`config.mk`:
```
export PLATFORM = sky130hd
export DESIGN_NAME = code_mem_steer
export DESIGN_NICKNAME = d
export VERILOG_FILES = /design/src/rtl/code_steer_pkg.sv /design/src/rtl/code_strap_latch.sv /design/src/rtl/code_region_decode.sv /design/src/rtl/code_read_fsm.sv /design/src/rtl/code_mem_steer.sv
export SDC_FILE = /design/constraint.sdc
export NUM_CORES = 1
export LEC_CHECK = 0
export CORE_ASPECT_RATIO = 2
export CORE_MARGIN = 2
export CORE_UTILIZATION = 25
export CTS_CLUSTER_DIAMETER = 30
export DETAILED_ROUTE_END_ITERATION = 8
export GPL_TIMING_DRIVEN = 1
export PLACE_DENSITY = 0.57
export SYNTH_ARGS = -nofsm -noshare
export SYNTH_HDL_FRONTEND = slang
export SYNTH_SLANG_ARGS = --single-unit
```
`constraint.sdc`:
```
create_clock -name clk -period 1.9 [get_ports clk]
set_clock_uncertainty 0.15 [all_clocks]
set_input_delay 0.38 -clock clk [delete_from_list [all_inputs] [get_ports clk]]
set_output_delay 0.38 -clock clk [all_outputs]
set_load 0.02 [all_outputs]
```
`src/rtl/code_steer_pkg.sv`:
```
package code_steer_pkg;

    typedef enum logic [1:0] {
        ST_IDLE     = 2'd0,
        ST_ROM      = 2'd1,
        ST_EXT_WAIT = 2'd2,
        ST_EXT_DONE = 2'd3
    } rd_state_e;

endpackage

```
`src/rtl/code_strap_latch.sv`:
```
module code_strap_latch (
    input  logic clk,
    input  logic rst_n,
    input  logic strap_i,
    output logic strap_eff_o
);

    typedef struct packed {
        logic seen;
        logic lvl;
    } strap_regs_t;

    strap_regs_t s_d;
    strap_regs_t s_q;

    always_comb begin
        s_d = s_q;
        if (!s_q.seen) begin
            s_d.seen = 1'b1;
            s_d.lvl  = strap_i;
        end
    end

    always_ff @(posedge clk or negedge rst_n) begin
        if (!rst_n) begin
            s_q <= '0;
        end else begin
            s_q <= s_d;
        end
    end

    // The first edge after reset uses the live level, which is also what gets captured.
    assign strap_eff_o = s_q.seen ? s_q.lvl : strap_i;

    p_strap_hold_r7: assert property (@(posedge clk) disable iff (!rst_n)
        s_q.seen |=> (s_q.seen && $stable(s_q.lvl)));

endmodule

```
`src/rtl/code_region_decode.sv`:
```
module code_region_decode #(
    parameter int ADDR_W = 16,
    parameter int ROM_AW = 12
) (
    input  logic [ADDR_W-ROM_AW-1:0] hi_addr_i,
    input  logic                     strap_eff_i,
    output logic                     onchip_o
);

    localparam int HI_W = ADDR_W - ROM_AW;

    logic in_low_window;

    // The low window is the range in which every bit above the ROM index is zero.
    assign in_low_window = (hi_addr_i == {HI_W{1'b0}});
    assign onchip_o      = strap_eff_i && in_low_window;

endmodule

```
`src/rtl/code_read_fsm.sv`:
```
module code_read_fsm
    import code_steer_pkg::*;
#(
    parameter int ADDR_W = 16,
    parameter int DATA_W = 8,
    parameter int ROM_AW = 12
) (
    input  logic              clk,
    input  logic              rst_n,
    input  logic              req_i,
    input  logic [ADDR_W-1:0] addr_i,
    input  logic              onchip_i,
    output logic              busy_o,
    output logic [DATA_W-1:0] rd_data_o,
    output logic              rd_valid_o,
    output logic              rom_en_o,
    output logic [ROM_AW-1:0] rom_addr_o,
    input  logic [DATA_W-1:0] rom_data_i,
    output logic              ext_req_o,
    output logic [ADDR_W-1:0] ext_addr_o,
    input  logic              ext_ack_i,
    input  logic [DATA_W-1:0] ext_data_i
);

    typedef struct packed {
        rd_state_e         st;
        logic [ADDR_W-1:0] addr;
        logic [DATA_W-1:0] data;
    } fsm_regs_t;

    fsm_regs_t r_d;
    fsm_regs_t r_q;
    logic      idle;

    assign idle = (r_q.st == ST_IDLE);

    always_comb begin
        r_d = r_q;
        unique case (r_q.st)
            ST_IDLE: begin
                if (req_i) begin
                    if (onchip_i) begin
                        r_d.st = ST_ROM;
                    end else begin
                        r_d.st   = ST_EXT_WAIT;
                        r_d.addr = addr_i;
                    end
                end
            end
            ST_ROM: begin
                r_d.st = ST_IDLE;
            end
            ST_EXT_WAIT: begin
                if (ext_ack_i) begin
                    r_d.st   = ST_EXT_DONE;
                    r_d.data = ext_data_i;
                end
            end
            ST_EXT_DONE: begin
                r_d.st = ST_IDLE;
            end
            default: begin
                r_d.st = ST_IDLE;
            end
        endcase
    end

    always_ff @(posedge clk or negedge rst_n) begin
        if (!rst_n) begin
            r_q <= '{st: ST_IDLE, addr: '0, data: '0};
        end else begin
            r_q <= r_d;
        end
    end

    assign busy_o     = !idle;
    assign rom_en_o   = idle && req_i && onchip_i;
    assign rom_addr_o = addr_i[ROM_AW-1:0];
    assign ext_req_o  = (r_q.st == ST_EXT_WAIT);
    assign ext_addr_o = r_q.addr;
    assign rd_valid_o = (r_q.st == ST_ROM) || (r_q.st == ST_EXT_DONE);

    always_comb begin
        rd_data_o = '0;
        if (r_q.st == ST_ROM) begin
            rd_data_o = rom_data_i;
        end else if (r_q.st == ST_EXT_DONE) begin
            rd_data_o = r_q.data;
        end
    end

    p_rom_latency_r2: assert property (@(posedge clk) disable iff (!rst_n)
        rom_en_o |=> (rd_valid_o && !ext_req_o));

    p_no_dual_r4: assert property (@(posedge clk) disable iff (!rst_n)
        !(rom_en_o && ext_req_o));

    p_ext_hold_r5: assert property (@(posedge clk) disable iff (!rst_n)
        (ext_req_o && !ext_ack_i) |=> (ext_req_o && $stable(ext_addr_o) && !rd_valid_o));

    p_ext_done_r5: assert property (@(posedge clk) disable iff (!rst_n)
        (ext_req_o && ext_ack_i) |=> (rd_valid_o && !ext_req_o));

    p_busy_blocks_r6: assert property (@(posedge clk) disable iff (!rst_n)
        busy_o |-> !rom_en_o);

    p_valid_pulse_r8: assert property (@(posedge clk) disable iff (!rst_n)
        rd_valid_o |=> !rd_valid_o);

    p_spurious_ack_r9: assert property (@(posedge clk) disable iff (!rst_n)
        (!ext_req_o && !rom_en_o) |=> !rd_valid_o || $past(busy_o));

endmodule

```
`src/rtl/code_mem_steer.sv`:
```
module code_mem_steer
    import code_steer_pkg::*;
#(
    parameter int ADDR_W = 16,
    parameter int DATA_W = 8,
    parameter int ROM_AW = 12
) (
    input  logic              clk,
    input  logic              rst_n,
    input  logic              strap_i,
    input  logic              rd_req_i,
    input  logic [ADDR_W-1:0] rd_addr_i,
    output logic              busy_o,
    output logic [DATA_W-1:0] rd_data_o,
    output logic              rd_valid_o,
    output logic              rom_en_o,
    output logic [ROM_AW-1:0] rom_addr_o,
    input  logic [DATA_W-1:0] rom_data_i,
    output logic              ext_req_o,
    output logic [ADDR_W-1:0] ext_addr_o,
    input  logic              ext_ack_i,
    input  logic [DATA_W-1:0] ext_data_i
);

    localparam int HI_W = ADDR_W - ROM_AW;

    logic strap_eff;
    logic onchip;

    code_strap_latch u_strap (
        .clk         (clk),
        .rst_n       (rst_n),
        .strap_i     (strap_i),
        .strap_eff_o (strap_eff)
    );

    code_region_decode #(
        .ADDR_W (ADDR_W),
        .ROM_AW (ROM_AW)
    ) u_decode (
        .hi_addr_i   (rd_addr_i[ADDR_W-1:ROM_AW]),
        .strap_eff_i (strap_eff),
        .onchip_o    (onchip)
    );

    code_read_fsm #(
        .ADDR_W (ADDR_W),
        .DATA_W (DATA_W),
        .ROM_AW (ROM_AW)
    ) u_fsm (
        .clk        (clk),
        .rst_n      (rst_n),
        .req_i      (rd_req_i),
        .addr_i     (rd_addr_i),
        .onchip_i   (onchip),
        .busy_o     (busy_o),
        .rd_data_o  (rd_data_o),
        .rd_valid_o (rd_valid_o),
        .rom_en_o   (rom_en_o),
        .rom_addr_o (rom_addr_o),
        .rom_data_i (rom_data_i),
        .ext_req_o  (ext_req_o),
        .ext_addr_o (ext_addr_o),
        .ext_ack_i  (ext_ack_i),
        .ext_data_i (ext_data_i)
    );

    p_high_external_r3: assert property (@(posedge clk) disable iff (!rst_n)
        rom_en_o |-> (rd_addr_i[ADDR_W-1:ROM_AW] == {HI_W{1'b0}}));

endmodule

```
==> impl_metrics.json, run 1 <==
{
  "gp_congestion": 0.683,
  "ant_nets": 0,
  "power.total_mw": 3.37,
  "violations": "negative setup slack",
  "period_minus_slack_ps": 1920,
  "status": "complete, but fails checks",
  "grt_max_degree": 29,
  "p_per_area_mw_per_mm2": 1490,
  "drtIter0Drc": 7,
  "track_usage_pct": 11.5,
  "ios": 77,
  "hold_violations": 0,
  "setup_ws_ps": -19.0,
  "first_pass_iters": 2,
  "synthesis.nets": 148,
  "coreArea_mm2": 0.00571,
  "n_antenna_cell": 0,
  "clk-insertion-delay-late_ps": 260,
  "fmax_mhz": 521,
  "fillerInstances": 585,
  "grt_pass1_vias": 1182,
  "cts_made_buffers": 3,
  "grt-ovfl-total": 0,
  "cts.sinks": 28,
  "die-area_mm2": 0.00653,
  "synth_cell_types": 19,
  "synth_area_per_cell_um2": 13.2,
  "vias_per_cell": 4.42,
  "netlist_area_mm2": 0.00147,
  "place_area_mm2": 0.00217,
  "initial_core_util_pct": 25.7,
  "cts_tree": "done",
  "critPathLaunchType": "input port",
  "wl_per_cell_um": 15.4,
  "num_vias": 1031,
  "final_cell_mix": "clkdlybuf4s50_1 (48), dfrtp_1 (27), dlygate4sd2_1 (16)",
  "grt_pass1_wl_mm": 5.59,
  "ir_worst_vdd_v": 0.000745,
  "hold_ws_ps": 318,
  "path_buf_inv": 3,
  "drc": 0,
  "postLayoutCoreUtil_pct": 39.6,
  "multi_input_comb_area_um2": 561,
  "yosysSeqAreaShare_pct": 47.8,
  "syn_to_final_growth_pct": 54.1,
  "place_hpwl_mm": 2.81,
  "hp-class": "in -> reg",
  "power_leakage_nw": 1.04,
  "clk_pin_slew_ps": 70,
  "finalSetupViolCount": 5,
  "die_width_um": 58.1,
  "final_common_cell": "clkdlybuf4s50_1",
  "rows": 39,
  "period_share_pct": 101,
  "pre_cts_ws_ps": -706,
  "stdcell_count": 233,
  "synth_cells": 111,
  "routed_wl_mm": 3.58,
  "drv_cap": 0,
  "worstPathCellList": "clkdlybuf4s50_1 -> nor3b_4 -> buf_4 -> a21boi_4 -> buf_12 -> mux2_2",
  "endpoint_kind": "flop",
  "yosysWarnings": 0,
  "cp_slowest_stage_delay_ps": 470,
  "antenna_found_initial": 0,
  "layout.nets": 210,
  "fin_area_mm2": 0.00226,
  "cp_max_fo": 16,
  "timing_worst_setup_path_type": "in -> reg",
  "synth_seq_cells": 28,
  "rsz0062_at_grt": "yes",
  "ctsLongestPathBuffers": 2,
  "required_ps": 1900,
  "timing.setup.tns_ps": -75.5,
  "report.final.slew_viol_count": 0,
  "cp.arrival_ps": 1920,
  "cpMaxStageDelayCell": "clkdlybuf4s50_1",
  "drive_above_1_share_pct": 33.7,
  "die_h_um": 112,
  "dp_cells": 227,
  "cts-root-buf": "clkbuf_16",
  "port_buffers": 76,
  "crit_family": "buffers and inverters",
  "seq_area_um2": 702,
  "cts_max_level": 1
}
## what timing repair did
action,in CTS,in global routing
endpoints found under the setup margin,40,22
resized for setup,55,16
pin swaps,2,2
hold buffers,0,0
cloned,1,0
setup buffers,1,1
endpoints found under the hold margin,0,0
## cell usage after synthesis
cell	instances	area, um^2
buf_6	1	11.3
mux2_2	14	158
clkbuf_1	2	7.51
dfrtp_1	28	701
and3_1	1	6.26
nor3b_1	1	7.51
nor4_2	1	12.5
and2b_1	1	7.51
mux2_1	1	11.3
a21boi_4	1	18.8
nor2b_1	8	50.1
nand2_1	1	3.75
or2_2	1	6.26
mux2i_1	8	80.1
mux2_4	10	150
nand2b_1	1	6.26
conb_1	1	3.75
or2_1	1	6.26
buf_4	29	218
## flip-flops by register name, summed over array words and instances (netlist names)
| name | count |
|---|---|
| u_fsm.ext_addr_o | 16 |
| u_fsm.r_q | 10 |
| u_strap.s_q | 2 |
## layout make-up
cell class	instances	area share [%]
tap	61	3.38
multi-input combinational	51	24.8
timing repair buffer	89	36.8
sequential	28	31.1
clock buffer	4	3.93
## routing by layer
metal  GRT usage (%)  vias to the layer above  part of all wire [%]
li1                -                      465                     -
met1            9.51                      502                    29
met2            23.5                       59                    60
met3            2.88                        5                   8.5
met4            4.65                        0                   1.8
met5               0                        -                     0
## worst paths after layout
check	startpoint	to	slack, ps	depth (start not counted)
worst max-delay path	rd_req_i	u_fsm.ext_addr_o[5]	-20	6
worst min-delay path	rd_addr_i[13]	u_fsm.ext_addr_o[13]	320	2
worst max register to register	u_fsm.r_q[25]	u_fsm.ext_addr_o[5]	0	6
max in group asynchronous	rst_n	u_fsm.r_q[25]	970	2
min in group asynchronous	rst_n	u_fsm.ext_addr_o[7]	340	2
worst min register to register	u_fsm.ext_addr_o[0]	u_fsm.ext_addr_o[0]	360	1
## report_power, final
part	leakage [nW]	internal [mW]	switching, mW
Sequential	0.329	0.884	0.170
Combinational	0.662	1.01	0.777
Clock	0.0442	0.323	0.199
## cell families (layout without fill, tap and decap cells)
| kind of cell | after synthesis | in the layout | synth area share (%) |
|---|---|---|---|
| other | 1 | 1 | 0.256 |
| multiplexers | 33 | 33 | 27.2 |
| buffers and inverters | 32 | 93 | 16.1 |
| AO/OA/AOI/OAI | 1 | 1 | 1.28 |
| AND/OR/NAND/NOR | 16 | 16 | 7.26 |
| flip-flops | 28 | 28 | 47.8 |
Power figures use the tool's default switching activity.
==> run 2, diff against run 1 <==
--- a/config.mk
+++ b/config.mk
@@ -12,6 +12,7 @@
 export DETAILED_ROUTE_END_ITERATION = 8
 export GPL_TIMING_DRIVEN = 1
 export PLACE_DENSITY = 0.57
+export REMOVE_ABC_BUFFERS = 1
 export SYNTH_ARGS = -nofsm -noshare
 export SYNTH_HDL_FRONTEND = slang
 export SYNTH_SLANG_ARGS = --single-unit
==> run 2 against run 1 <==
  * The flow now finishes without violations
  * Global-route usage fell by 0.14 points
  * Via count rose by 1.5%
  * Non-clock buffer count rose by 7
  * Critical path type is now reg -> reg
==> impl_metrics.json, run 2 (synthesis gave the netlist of run 1 again) <==
{
  "status": "finished clean",
  "die_h_um": 112,
  "power_frac_comb_pct": 54.5,
  "rsz0062_at_grt": "yes",
  "final_common_cell": "clkdlybuf4s50_1",
  "dp_cells": 231,
  "gp_congestion": 0.697,
  "coreArea_mm2": 0.00571,
  "cts-root-buf": "clkbuf_16",
  "drtIter0Drc": 7,
  "cp.arrival_ps": 1880,
  "power.total_mw": 3.43,
  "endpoint_kind": "flop",
  "ir_worst_vdd_v": 0.000767,
  "swShare_pct": 33.7,
  "vias_per_cell": 4.36,
  "num_vias": 1046,
  "stdcell_count": 240,
  "cpMaxStageDelayCell": "dfrtp_1",
  "clk-insertion-delay-late_ps": 260,
  "path_buf_inv": 3,
  "place_area_mm2": 0.00219,
  "die-area_mm2": 0.00653,
  "cp_slowest_stage_delay_ps": 410,
  "cp_max_fo": 8,
  "first_pass_iters": 4,
  "clk_pin_slew_ps": 70,
  "grt_pass1_wl_mm": 5.73,
  "cts_tree": "done",
  "setup_ws_ps": 19.3,
  "ant_nets": 0,
  "drc": 0,
  "critPathLaunchType": "flop",
  "fillerInstances": 563,
  "initial_core_util_pct": 25.7,
  "clockPowerShare_pct": 15.0,
  "period_share_pct": 99.0,
  "n_antenna_cell": 0,
  "wl_per_cell_um": 14.8,
  "timing.setup.tns_ps": 0,
  "power_leakage_nw": 1.08,
  "hold_ws_ps": 277,
  "required_ps": 1890,
  "track_usage_pct": 11.3,
  "crit_family": "buffers and inverters",
  "timing_worst_setup_path_type": "reg -> reg",
  "grt_max_degree": 29,
  "internal_power_mw": 2.28,
  "antenna_found_initial": 0,
  "final_cell_mix": "clkdlybuf4s50_1 (46), dfrtp_1 (28), mux2_4 (17), dlygate4sd2_1 (17), buf_4 (15)",
  "p_seq_share_pct": 30.5,
  "fmax_mhz": 532,
  "layout.nets": 217,
  "grt-ovfl-total": 0,
  "hold_violations": 0,
  "postLayoutCoreUtil_pct": 40.7,
  "hp-class": "in -> reg",
  "finalSetupViolCount": 0,
  "die_width_um": 58.1,
  "rows": 39,
  "cts.sinks": 28,
  "ios": 77,
  "p_sw_mw": 1.16,
  "drv_cap": 0,
  "period_minus_slack_ps": 1880,
  "cts_max_level": 1,
  "report.final.slew_viol_count": 0,
  "largest_reg_flops": 16,
  "fin_area_mm2": 0.00232,
  "cts_made_buffers": 3,
  "port_buffers": 76,
  "grt_pass1_vias": 1219,
  "pre_cts_ws_ps": -707,
  "worstPathCellList": "buf_6 -> nor3b_4 -> buf_4 -> a21boi_4 -> buf_8 -> mux2_4",
  "routed_wl_mm": 3.55,
  "syn_to_final_growth_pct": 58.4,
  "place_hpwl_mm": 2.58,
  "p_per_area_mw_per_mm2": 1480,
  "ctsLongestPathBuffers": 2,
  "drive_above_1_share_pct": 36.9
}
-- run 2: changes by cell type in the layout (fill, tap and decap cells not counted), moves of 2 or more --
cell | before | now
buf_4 | 9 | 15
mux2_4 | 12 | 17
mux2_2 | 12 | 8
buf_2 | 5 | 8
clkbuf_2 | 4 | 1
clkdlybuf4s50_1 | 48 | 46
-- run 2: cell type report --
class / instances / area, um^2 / share of cell area, %
timing repair buffer: 96 / 881 / 38.0
sequential: 28 / 701 / 30.2
multi-input combinational: 51 / 574 / 24.7
clock buffer: 4 / 88.8 / 3.83
tap: 61 / 76.3 / 3.29
-- run 2: worst paths after layout --
kind                          startpoint                    to  slack [ps]  cells past startpoint
hold / removal             rd_addr_i[13]  u_fsm.ext_addr_o[13]         280                      2
setup reg to reg           u_fsm.r_q[25]   u_fsm.ext_addr_o[8]          20                      6
setup / recovery           u_fsm.r_q[25]   u_fsm.ext_addr_o[8]          20                      6
max in group asynchronous          rst_n          u_fsm.r_q[6]         980                      2
hold reg to reg             u_fsm.r_q[1]          u_fsm.r_q[1]         360                      1
min in group asynchronous          rst_n   u_fsm.ext_addr_o[0]         350                      2
-- run 2: routing by layer --
layer | share of wire (%) | vias to the layer above | global-route usage, %
met4 | 0.70 | 0 | 3.26
met1 | 35 | 497 | 11.6
met3 | 11 | 2 | 3.46
li1 | - | 477 | -
met5 | 0 | - | 0
met2 | 54 | 70 | 21.1
-- run 2: power by group through the flow --
stage,registers [mW],clock network [mW],logic [mW]
floorplan,1.28,0,0.667
global placement,1.04,0,1.77
detailed placement,1.03,0,1.81
CTS,1.05,0.534,1.98
global route,1.09,0.557,1.99
finish,1.05,0.515,1.87
-- run 2: timing repair --
item	in CTS	in global routing
setup buffers	4	1
resized for setup	72	10
endpoints found under the hold margin	0	0
setup endpoints to repair	40	24
pin swaps	3	3
cloned	2	0
hold buffers	0	0
